`src/rtl/nrs_pkg.sv`:
```
package nrs_pkg;

    localparam int SYM_W     = 10;
    localparam int BYTE_W    = 8;
    localparam int PAR_SYMS  = 6;
    localparam logic [SYM_W-1:0] FIELD_LOW = 10'h009; // x^3 + 1 part of x^10+x^3+1

    typedef logic [SYM_W-1:0]  sym_t;
    typedef logic [BYTE_W-1:0] byte_t;

    typedef enum logic {
        PH_DATA   = 1'b0,
        PH_PARITY = 1'b1
    } phase_e;

    typedef struct packed {
        logic   valid;
        phase_e phase;
        sym_t   sym;
    } beat_t;

    // Generator polynomial lower coefficients, stage 0 upward.
    function automatic sym_t gen_coef(input int idx);
        sym_t c;
        case (idx)
            0:       c = 10'd967;
            1:       c = 10'd305;
            2:       c = 10'd606;
            3:       c = 10'd312;
            4:       c = 10'd981;
            default: c = 10'd21;
        endcase
        return c;
    endfunction

    // Field multiply, Horner form over the bits of b (MSB first).
    function automatic sym_t gf_mul(input sym_t a, input sym_t b);
        sym_t acc;
        acc = '0;
        for (int i = SYM_W - 1; i >= 0; i--) begin
            acc = acc[SYM_W-1] ? ({acc[SYM_W-2:0], 1'b0} ^ FIELD_LOW)
                               : {acc[SYM_W-2:0], 1'b0};
            if (b[i]) acc = acc ^ a;
        end
        return acc;
    endfunction

endpackage

```
`src/rtl/nrs_condition.sv`:
```
module nrs_condition
    import nrs_pkg::*;
(
    input  byte_t raw,
    output sym_t  enc_sym,
    output sym_t  pass_sym
);
    localparam int PAD_W = SYM_W - BYTE_W;

    sym_t widened;

    always_comb begin
        widened  = {{PAD_W{1'b1}}, raw};
        enc_sym  = ~widened;
        pass_sym = {{PAD_W{1'b0}}, raw};
    end
endmodule

```
`src/rtl/nrs_sequencer.sv`:
```
module nrs_sequencer
    import nrs_pkg::*;
#(
    parameter int DATA_SYMS = 512
) (
    input  logic   clk,
    input  logic   rst,
    input  logic   take,
    input  logic   restart,
    output phase_e phase
);
    localparam int TOTAL = DATA_SYMS + PAR_SYMS;
    localparam int CNT_W = $clog2(TOTAL);
    localparam logic [CNT_W-1:0] LAST = CNT_W'(TOTAL - 1);
    localparam logic [CNT_W-1:0] DATA_END = CNT_W'(DATA_SYMS);

    logic [CNT_W-1:0] pos_q;
    logic [CNT_W-1:0] pos_cur;

    always_comb begin
        pos_cur = restart ? '0 : pos_q;
        phase   = (pos_cur >= DATA_END) ? PH_PARITY : PH_DATA;
    end

    always_ff @(posedge clk) begin
        if (rst) begin
            pos_q <= '0;
        end else if (take) begin
            pos_q <= (pos_cur == LAST) ? '0 : pos_cur + 1'b1;
        end else if (restart) begin
            pos_q <= '0;
        end
    end

    p_wrap_r7: assert property (@(posedge clk) disable iff (rst)
        (take && !restart && pos_q == LAST) |=> (pos_q == '0));

    p_hold_r6: assert property (@(posedge clk) disable iff (rst)
        (!take && !restart) |=> $stable(pos_q));

    p_sop_clear_r8: assert property (@(posedge clk) disable iff (rst)
        (restart && !take) |=> (pos_q == '0));

    p_range_r7: assert property (@(posedge clk) disable iff (rst)
        take |=> (pos_q <= LAST));
endmodule

```
`src/rtl/nrs_lfsr.sv`:
```
module nrs_lfsr
    import nrs_pkg::*;
(
    input  logic clk,
    input  logic rst,
    input  logic clear,
    input  logic accum,
    input  logic shift,
    input  sym_t sym_in,
    output sym_t head
);
    localparam int TOP = PAR_SYMS - 1;

    sym_t stage_q   [PAR_SYMS];
    sym_t stage_cur [PAR_SYMS];
    sym_t nxt_acc   [PAR_SYMS];
    sym_t nxt_shf   [PAR_SYMS];
    sym_t fb;

    always_comb begin
        for (int i = 0; i < PAR_SYMS; i++) begin
            stage_cur[i] = clear ? '0 : stage_q[i];
        end
        fb   = stage_cur[0] ^ sym_in;
        head = stage_cur[0];
    end

    for (genvar g = 0; g < PAR_SYMS; g++) begin : g_stage
        sym_t prod;
        assign prod = gf_mul(fb, gen_coef(g));
        if (g == TOP) begin : g_top
            assign nxt_acc[g] = prod;
            assign nxt_shf[g] = '0;
        end else begin : g_mid
            assign nxt_acc[g] = stage_cur[g+1] ^ prod;
            assign nxt_shf[g] = stage_cur[g+1];
        end

        always_ff @(posedge clk) begin
            if (rst) begin
                stage_q[g] <= '0;
            end else if (accum) begin
                stage_q[g] <= nxt_acc[g];
            end else if (shift) begin
                stage_q[g] <= nxt_shf[g];
            end else if (clear) begin
                stage_q[g] <= '0;
            end
        end
    end

    p_shift_fill_r3: assert property (@(posedge clk) disable iff (rst)
        shift |=> (stage_q[TOP] == '0));

    p_clear_r8: assert property (@(posedge clk) disable iff (rst)
        (clear && !accum && !shift) |=> (stage_q[0] == '0 && stage_q[TOP] == '0));

    p_exclusive_r4: assert property (@(posedge clk) disable iff (rst)
        !(accum && shift));
endmodule

```
`src/rtl/nand_page_parity.sv`:
```
module nand_page_parity
    import nrs_pkg::*;
#(
    parameter int DATA_SYMS = 512
) (
    input  logic       clk,
    input  logic       rst,
    input  logic       in_valid,
    input  logic       in_sop,
    input  logic [7:0] in_byte,
    output logic       out_valid,
    output logic       out_parity,
    output logic [9:0] out_sym
);
    phase_e phase;
    sym_t   enc_sym;
    sym_t   pass_sym;
    sym_t   head;
    logic   do_accum;
    logic   do_shift;
    beat_t  beat_q;
    beat_t  beat_d;

    nrs_condition u_cond (
        .raw      (in_byte),
        .enc_sym  (enc_sym),
        .pass_sym (pass_sym)
    );

    nrs_sequencer #(.DATA_SYMS(DATA_SYMS)) u_seq (
        .clk     (clk),
        .rst     (rst),
        .take    (in_valid),
        .restart (in_sop),
        .phase   (phase)
    );

    assign do_accum = in_valid && (phase == PH_DATA);
    assign do_shift = in_valid && (phase == PH_PARITY);

    nrs_lfsr u_lfsr (
        .clk    (clk),
        .rst    (rst),
        .clear  (in_sop),
        .accum  (do_accum),
        .shift  (do_shift),
        .sym_in (enc_sym),
        .head   (head)
    );

    always_comb begin
        beat_d.valid = in_valid;
        beat_d.phase = in_valid ? phase : PH_DATA;
        beat_d.sym   = !in_valid            ? '0 :
                       (phase == PH_PARITY) ? ~head : pass_sym;
    end

    always_ff @(posedge clk) begin
        if (rst) begin
            beat_q <= '0;
        end else begin
            beat_q <= beat_d;
        end
    end

    assign out_valid  = beat_q.valid;
    assign out_parity = (beat_q.phase == PH_PARITY);
    assign out_sym    = beat_q.sym;

    p_flag_valid_r3: assert property (@(posedge clk) disable iff (rst)
        out_parity |-> out_valid);

    p_zero_ext_r2: assert property (@(posedge clk) disable iff (rst)
        (out_valid && !out_parity) |-> (out_sym[9:8] == 2'b00));

    p_idle_r6: assert property (@(posedge clk) disable iff (rst)
        !in_valid |=> !out_valid);

    p_sop_data_r8: assert property (@(posedge clk) disable iff (rst)
        (in_valid && in_sop) |=> (out_valid && !out_parity));
endmodule

```
`config.mk`:
```
export PLATFORM = sky130hd
export DESIGN_NAME = nand_page_parity
export DESIGN_NICKNAME = d
export VERILOG_FILES = /design/src/rtl/nrs_pkg.sv /design/src/rtl/nrs_condition.sv /design/src/rtl/nrs_sequencer.sv /design/src/rtl/nrs_lfsr.sv /design/src/rtl/nand_page_parity.sv
export SDC_FILE = /design/constraint.sdc
export NUM_CORES = 1
export LEC_CHECK = 0
export BUFFER_PORTS_ARGS = -buffer_cell sky130_fd_sc_hd__buf_2
export CORE_MARGIN = 8
export CORE_UTILIZATION = 50
export CTS_BUF_LIST = sky130_fd_sc_hd__clkbuf_16
export DETAILED_ROUTE_END_ITERATION = 8
export MAX_ROUTING_LAYER = met4
export PLACE_DENSITY_LB_ADDON = 0.05
export REMOVE_ABC_BUFFERS = 1
export SLEW_MARGIN = 0
export SYNTH_ARGS = -nofsm -noshare
export SYNTH_HDL_FRONTEND = slang
export SYNTH_HIERARCHICAL = 1
export SYNTH_SLANG_ARGS = --single-unit
```
`constraint.sdc`:
```
create_clock -name clk -period 8.3 [get_ports clk]
set_clock_uncertainty 0.05 [all_clocks]
set_input_delay 1.245 -clock clk [delete_from_list [all_inputs] [get_ports clk]]
set_output_delay 1.245 -clock clk [all_outputs]
set_load 0.03 [all_outputs]
```
==> key figures, run 1 <==
Global route
  – First-pass GRT wire length: 22970 um
  – Antenna violations before repair: 0
  – Vias in the first global route: 3985
  – Largest net degree at the start of global routing: 53
  – Total grt overflow: 0
  – Total GRT Usage: 19.25%

Placement
  – Final HPWL DP: 9852 um
  – Placed Cells: 749
  – I/O Buffers: 23
  – RD Place Congestion: 0.8366

STA
  – Crit share post-route: 51.19%
  – # setup viols final: 0
  – Unrepaired setup endpoints after global routing: false
  – Fmax: around 240 MHz
  – Final slew viol count: 0
  – Worst slew pin tran: 1.141 ns
  – Hold WS: 0.5041 ns
  – Final min period: 4.249 ns
  – Max-Slew Margin vs Limit: between 20% and 30%
  – Setup TNS: 0 ns
  – Final hold vios: 0

Worst setup path
  – CP required: 8.44 ns
  – Family with the most delay on the worst path: simple AND/OR/NAND/NOR gates
  – CP Class: input pin to flop
  – Cell mode on critical path: buf_4
  – Worst reg-to-reg setup slack: 5.37 ns
  – CP arrival: 4.38 ns
  – Buf+Inv Stages, Crit Path: 3
  – Slowest CP cell: nor2b_4
  – CP Launch Type: input pin
  – Slowest stage delay, CP: 0.96 ns
  – Crit Path Max Fanout: 52
  – CP Capture Type: flop
  – Crit-path cells: buf_2 -> buf_4 -> buf_4 -> and2b_1 -> nor2b_1 -> nor2b_4 -> a21oi_1 -> o22ai_1

Synth
  – Yosys warns: 6
  – Share of flip-flops with an asynchronous set or reset: 0%
  – Yosys top cell by area: edfxtp_1
  – Cell Area, Synth: 6102 um2
  – Post-synth EDFFs: 60
  – Most numerous cell in the Yosys netlist: xnor2_1
  – Cell variety after synth: 45
  – Register area share after synthesis: 36.74%
  – Top cells by area, synth: edfxtp_1 (30%), xnor2_1 (21%), dfxtp_1 (7.2%), nand2b_1 (5.4%), xor2_1 (4.9%)
  – Share of the synthesized area in the top cell type: between 20% and 30%
  – Avg Inst Size Synth: 9.779 um2
  – Yosys reg bits: 82
  – Synthesized instance count: about 620
  – Top cells by count, synth: xnor2_1 (143), edfxtp_1 (60), nand2b_1 (53), nor2_1 (50), nand2_1 (39)
  – Most used flip-flop cell after synthesis: edfxtp_1

Clocking
  – Clock latency on the worst-skew pair: 0.35 ns
  – Clock sinks: a little over 80
  – CTS tree: built
  – Post-cts sizing count: 0
  – Clk root buf: clkbuf_16
  – CTS Buf Count: 9
  – Clock Path Buffers: 2
  – Post-CTS Hold Fix Bufs: 0
  – H-tree depth: 3
  – Post-CTS Setup Bufs: 0
  – Worst-path clk slew: approximately 0.060 ns

Die
  – Io pins: 24
  – Core box area: approximately 12000 um2
  – Die Y: 126.5 um
  – Chip width: between 100 and 150 um
  – Starting Density: 51.01%
  – Placement row count: 40
  – DIE AREA: 15990 um2

Finish
  – P&R area growth vs syn: 6.090%
  – Flip-flop and latch area: 2242 um2
  – N_diodes: 0
  – Nets: 627
  – Multi-input gate area: 3540 um2
  – Non-Filler Instances: 765
  – Share of layout cells above drive strength 1: 12.62%
  – Fill cells: 1080

Routing
  – Final wirelength: 14670 um
  – Drt via density: 5.439
  – Highest Signal Layer: met4
  – Routed vias: 4161
  – Metal-1 WL: 7082 um
  – Drt drc: 0
  – Routed wl met2: 6724 um
  – Met3 wire length: between 700 and 800 um
  – Starting DRT DRC Count: 298
  – Routed Antenna Nets: 0
  – Avg WL per Cell: 19.18 um
  – First-pass detailed-route iteration total: 4

Min path
  – Hold Path Class: flop to flop

Power
  – Final Power: 2.121 mW
  – Peak supply drop: 0.1187 mV
  – Pwr dens: 327.6 nW/um2
  – P_leak: between 2 and 2.5 nW

Run
  – Max-cap violations: 0

Status
  – Status: complete, no violations
[tightest hold or removal path: cells and delay by family, from the launching register on]
kind                      cells  cell delay (ns)
xor gates and xnor gates      1             0.08
DFF                           1             0.37
and+or+nand+nor               1             0.07
[final timing paths]
check / startpoint / endpoint / depth (start not counted)
worst min register to register: u_seq/pos_q[6] / u_seq/pos_q[6] / 2
worst max-delay path: in_sop / u_lfsr/stage_q[2][1] / 8
worst max register to register: u_lfsr/stage_q[0][9] / u_lfsr/stage_q[4][0] / 7
worst min-delay path: u_seq/pos_q[6] / u_seq/pos_q[6] / 2
[metal layers]
metal	GRT usage (%)	vias up
met5	-	-
met4	5.662	0
met3	2.639	11
met2	28.99	135
met1	26.42	1999
li1	-	2016
[cell usage in the layout, fill, tap and decap left out, types with 2 or more instances in the layout]
cell,synthesis,routed
nand4_1,3,3
xnor3_1,3,3
buf_4,15,6
xnor2_1,143,143
o21ai_0,9,9
and2_1,3,3
nand2b_4,10,10
edfxtp_1,60,60
and2b_1,4,4
ha_1,2,2
bufinv_16,0,2
nand2b_1,53,53
conb_1,1,4
buf_2,12,23
xor2_1,34,34
a31oi_1,2,2
clkinv_2,0,2
nand2_1,39,38
a21oi_1,28,28
dfxtp_1,22,22
a21oi_2,10,10
o22ai_1,36,36
xnor2_2,6,6
o21bai_1,3,3
nor2b_1,20,19
xnor2_4,2,2
nand3_1,2,2
nor2b_4,1,2
nor2_1,50,50
clkbuf_16,0,9
inv_1,10,11
[power by group]
part           total (mW)  switching (mW)  internal [mW]
sequential          0.624          0.0598          0.564
clock               0.426           0.165          0.260
combinational        1.07           0.554          0.517
[per-stage QoR]
step / util [%] / setup WS (ns) / cell area [um2]
after floorplan: - / 4.220 / 5809
after global placement: 51.53 / 3.781 / 6163
after detailed placement: 51.53 / 3.682 / 6163
after CTS: 54.12 / 4.059 / 6474
after global routing: 54.12 / 3.768 / 6474
final: 54.12 / 4.051 / 6474
[area by class of cell]
class	instances	share of cell area, %
clock buffers	9	3.479
clock inverters	7	1.314
inverters	10	0.5798
multi-input cells	481	54.68
flip-flops and latches	82	34.63
well taps	147	2.841
repair buffers	29	2.474
[sequential cells by signal, summed over array words and instances (netlist names)]
name,cells
out_parity,1
out_sym,10
out_valid,1
u_lfsr/stage_q,60
u_seq/pos_q,10
[cells by family (layout without fill, tap and decap cells)]
group,count (synthesis),in the layout,synth area share (%)
and+or+nand+nor,194,194,17.92
xor gates and xnor gates,191,191,30.20
AOI/OAI and AO/OA,89,89,8.899
DFF,82,82,36.74
buffers and inverters,64,55,5.598
adders and majority gates,2,2,0.4100
other,1,4,0.06145
muxes,1,1,0.1640
Power figures use the tool's default switching activity.
==> run 2: changes to the inputs <==
ABC_AREA = 1   (was not set)
clock period = 4.1 ns   (was 8.3 ns; I/O delays follow)
==> run 2 against run 1 <==
  * Sequential power grew 65%
  * Power grew 44%
  * Core utilization grew 0.27 points
  * Design area grew 11%
  * First-iteration DRC count grew 66%
  * Clock power grew 92%
  * Synthesized cell count grew 52%
  * Die area grew 9.1%
  * Sequential share of layout area shrank 3.4 points
  * Cell count grew 48%
  * Critical path type unchanged
  * Largest cell class unchanged
  * Largest power group unchanged
  * Highest routed layer unchanged
==> key figures, run 2 <==
Worst setup path
  – R2R depth: 13 (was 7)
  – RR Startpoint: u_lfsr/stage_q[0][8] (was u_lfsr/stage_q[0][9])
  – Crit-path cells: buf_2 -> inv_2 -> nand2_4 -> nand2_1 -> nand2_1 -> xnor2_1 -> nand2_1 -> nand2_2 -> inv_2 -> nand2_1 -> nand2_1 -> nand2_1 -> nand3_1 -> nor2_1 -> nor2_1 (was buf_2 -> buf_4 -> buf_4 -> and2b_1 -> nor2b_1 -> nor2b_4 -> a21oi_1 -> o22ai_1)
  – CP Capture Type: flop (unchanged)
  – CP Class: input pin to flop (unchanged)
  – CP Launch Type: input pin (unchanged)
  – CP arrival: 3.08 ns (was 4.38 ns)
  – Crit Path Max Fanout: 21 (was 52)
  – Slowest stage delay, CP: 0.47 ns (was 0.96 ns)
  – Cell mode on critical path: nand2_1 (was buf_4)
  – Worst reg-to-reg setup slack: 1.42 ns (was 5.37 ns)
  – Slowest CP cell: xnor2_1 (was nor2b_4)
  – Worst R2R End: u_lfsr/stage_q[2][3] (was u_lfsr/stage_q[4][0])
  – CP required: 4.16 ns (was 8.44 ns)

STA
  – Hold WS: 0.4492 ns (was 0.5041 ns)
  – Final slew viol count: 0 (unchanged)
  – Max-Slew Margin vs Limit: 46.22% (was 23.80%)
  – Crit share post-route: 73.67%
  – Worst slew pin tran: 0.8047 ns (was 1.141 ns)
  – Final min period: around 3.0 ns
  – Unrepaired setup endpoints after global routing: false (unchanged)
  – Fmax: 331.1 MHz
  – # setup viols final: 0 (unchanged)
  – Setup TNS: 0 ns (unchanged)
  – Final hold vios: 0 (unchanged)

Synth
  – Most numerous cell in the Yosys netlist: nand2_1 (was xnor2_1)
  – Compound-Gate Fraction of Synth Area: 4.922% (was 8.899%)
  – Main combinational cell family by area after synthesis: simple AND/OR/NAND/NOR gates (was XOR/XNOR gates)
  – Top cells by count, synth: nand2_1 (312), nor2_1 (115), nand3_1 (94), inv_1 (72), edfxtp_1 (60) (was xnor2_1 (143), edfxtp_1 (60), nand2b_1 (53), nor2_1 (50), nand2_1 (39))
  – Top cells by area, synth: edfxtp_1 (27%), nand2_1 (17%), nand3_1 (7.0%), dfxtp_1 (6.5%), nor2_1 (6.4%) (was edfxtp_1 (30%), xnor2_1 (21%), dfxtp_1 (7.2%), nand2b_1 (5.4%), xor2_1 (4.9%))
  – Synth Area in Simple Gates: 40.19% (was 17.92%)
  – Cell variety after synth: 41 (was 45)
  – Cell Area, Synth: 6736 um2 (was 6102 um2)
  – Yosys top cell by area: edfxtp_1 (unchanged)
  – Post-synth EDFFs: 60 (unchanged)
  – Avg Inst Size Synth: 7.121 um2 (was 9.779 um2)
  – Most used flip-flop cell after synthesis: edfxtp_1 (unchanged)
  – Register area share after synthesis: 33.28% (was 36.74%)
  – Synthesized instance count: 946 (was 624)
  – Mux contribution to synthesized area: 0% (was 0.1640%)
  – Share of flip-flops with an asynchronous set or reset: 0% (unchanged)
  – Synth Area in Adders: 0.3715% (was 0.4101%)
  – Share of the synthesized area in the top cell type: 26.75% (was 29.53%)
  – Yosys warns: 6 (unchanged)
  – Yosys reg bits: 82 (unchanged)
  – XOR/XNOR Fraction of Synth Area: 12.07% (was 30.20%)

Global route
  – Total grt overflow: 0 (unchanged)
  – First-pass GRT wire length: 30160 um (was 22970 um)
  – Vias in the first global route: 5613 (was 3985)
  – Met1 Use GR: 27.48% (was 26.42%)
  – Top Usage Layer GRT: met2 (unchanged)
  – Largest net degree at the start of global routing: 41 (was 53)
  – Total GRT Usage: 22.59% (was 19.25%)
  – Antenna violations before repair: 0 (unchanged)
  – Grt met2 use: 36.77% (was 28.99%)
  – Met3 GRT Util: 3.201% (was 2.639%)

Finish
  – Nets: 967 (was 627)
  – Share of layout cells above drive strength 1: 15.34% (was 12.62%)
  – Max FFs per register: 60 (unchanged)
  – N_diodes: 0 (unchanged)
  – Commonest cells after routing, fill and taps aside: nand2_1 (311), nor2_1 (114), nand3_1 (94) (was xnor2_1 (143), edfxtp_1 (60), nand2b_1 (53))
  – Fill cells: 1311 (was 1080)
  – P&R area growth vs syn: 6.501% (was 6.090%)
  – Non-Filler Instances: 1134 (was 765)
  – Multi-input gate area: 3897 um2 (was 3540 um2)
  – Most flops, register: u_lfsr/stage_q (unchanged)
  – Flip-flop and latch area: 2242 um2 (unchanged)
  – Commonest non-fill, non-tap cell in the layout: nand2_1 (was xnor2_1)
  – Fin area: 7174 um2 (was 6474 um2)

Clocking
  – Clock latency on the worst-skew pair: 0.35 ns (about the same)
  – CTS tree: built (unchanged)
  – Clock sinks: 82 (unchanged)
  – Clock Path Buffers: 2 (unchanged)
  – Worst-path clk slew: 0.07 ns (was 0.06 ns)
  – CTS Buf Count: 9 (unchanged)
  – Post-CTS Hold Fix Bufs: 0 (unchanged)
  – Post-cts sizing count: 0 (unchanged)
  – H-tree depth: 3 (unchanged)
  – Post-CTS Setup Bufs: 0 (unchanged)
  – Clk root buf: clkbuf_16 (unchanged)

Die
  – Die Y: 132.1 um (was 126.5 um)
  – Starting Density: 51.07% (was 51.01%)
  – Io pins: 24 (unchanged)
  – Core box area: 13190 um2 (was 11960 um2)
  – Chip width: 132.1 um (was 126.5 um)
  – DIE AREA: 17440 um2 (was 15990 um2)
  – Placement row count: 42 (was 40)

Min path
  – Hold Path Class: input pin to flop (was flop to flop)
  – Hold endpoint: out_sym[4] (was u_seq/pos_q[6])
  – Worst hold stages: 3 (was 2)
  – Hold Path Origin: in_byte[4] (was u_seq/pos_q[6])

Run
  – Max-cap violations: 0 (unchanged)

Power
  – Combinational share of power: 39.2% (was 50.5%)
  – Final Power: 3.049 mW (was 2.121 mW)
  – Clock Power Share: 26.9% (was 20.1%)
  – P_int: 1.866 mW (was 1.342 mW)
  – Pwr dens: 425.0 nW/um2 (was 327.6 nW/um2)
  – Switching Fraction: 38.80% (was 36.72%)
  – Psw: 1.183 mW (was 778.9 uW)
  – Seq pwr share: 33.9% (was 29.4%)
  – P_leak: 3.422 nW (was 2.303 nW)
  – Peak supply drop: 0.1962 mV (was 0.1187 mV)

Placement
  – Final HPWL DP: 13940 um (was 9852 um)
  – DP Area: 6878 um2 (was 6163 um2)
  – Placed Cells: 1118 (was 749)
  – RD Place Congestion: 0.9749 (was 0.8366)
  – I/O Buffers: 23 (unchanged)

Routing
  – Starting DRT DRC Count: 494 (was 298)
  – Routed Antenna Nets: 0 (unchanged)
  – First-pass detailed-route iteration total: 7 (was 4)
  – Routed vias: 5990 (was 4161)
  – Drt via density: 5.282 (was 5.439)
  – Final wirelength: 19030 um (was 14670 um)
  – Avg WL per Cell: 16.78 um (was 19.18 um)
  – Drt drc: 0 (unchanged)

Status
  – Status: complete, no violations (unchanged)
-- run 2: cell types whose count changed in the layout (fill, tap and decap cells not counted), sizes merged, moves of 9 or more --
cell	previous run	this run
inv	11	82
nand2	39	366
xnor2	151	37
nor2	50	116
o21ai	9	28
nand3	2	102
nand2b	63	0
a21oi	38	29
nor2b	22	1
o22ai	36	5
-- run 2: layout make-up --
type | instances | share of cell area [%]
inverters | 82 | 4.290
clock inverters | 7 | 0.9941
repair buffers | 34 | 2.930
flip-flops and latches | 82 | 31.25
clock buffers | 9 | 3.139
multi-input cells | 744 | 54.33
well taps | 176 | 3.069
-- run 2: critical path, delay by kind of cell --
family	cells	cell delay (ns)
XOR/XNOR	1	0.47
buffers and inverters	3	0.57
AND/OR/NAND/NOR	11	1.40
-- run 2: power groups by stage --
| stage | registers (mW) | logic (mW) | clock network, mW |
|---|---|---|---|
| 2_1_floorplan | 1.05 | 0.883 | 0 |
| 3_3_place_gp | 1.05 | 1.17 | 0 |
| 3_5_place_dp | 1.05 | 1.18 | 0 |
| 4_1_cts | 1.03 | 1.19 | 0.840 |
| 5_1_grt | 1.04 | 1.32 | 0.863 |
| 6_report | 1.03 | 1.20 | 0.820 |
-- run 2: cells by family after synthesis --
group,count (synthesis)
AOI/OAI and AO/OA,63
xor gates and xnor gates,71
other,1
buffers and inverters,123
DFF,82
adders and majority gates,2
and+or+nand+nor,604
-- run 2: worst max-delay path by stage --
stage                            to  startpoint  slack (ns)  cells past startpoint
2_1_floorplan  u_lfsr/stage_q[0][3]      in_sop        0.15                      9
3_3_place_gp   u_lfsr/stage_q[2][1]      in_sop        0.82                     15
3_5_place_dp   u_lfsr/stage_q[2][1]      in_sop        0.80                     15
4_1_cts        u_lfsr/stage_q[2][1]      in_sop        1.12                     15
5_1_grt        u_lfsr/stage_q[2][1]      in_sop        0.89                     15
6_report       u_lfsr/stage_q[2][1]      in_sop        1.08                     15
-- run 2: layer usage --
metal  routed length, um  vias to the layer above
met5                   0                        -
met4                 564                        0
met3                1012                       30
met2                8939                      173
met1                8514                     2786
li1                    -                     3001
-- run 2: stage by stage --
stage	utilization, %	setup slack [ns]
2_1_floorplan	-	0.1456
3_3_place_gp	52.14	0.8202
3_5_place_dp	52.14	0.7974
4_1_cts	54.39	1.119
5_1_grt	54.39	0.8923
6_report	54.39	1.080
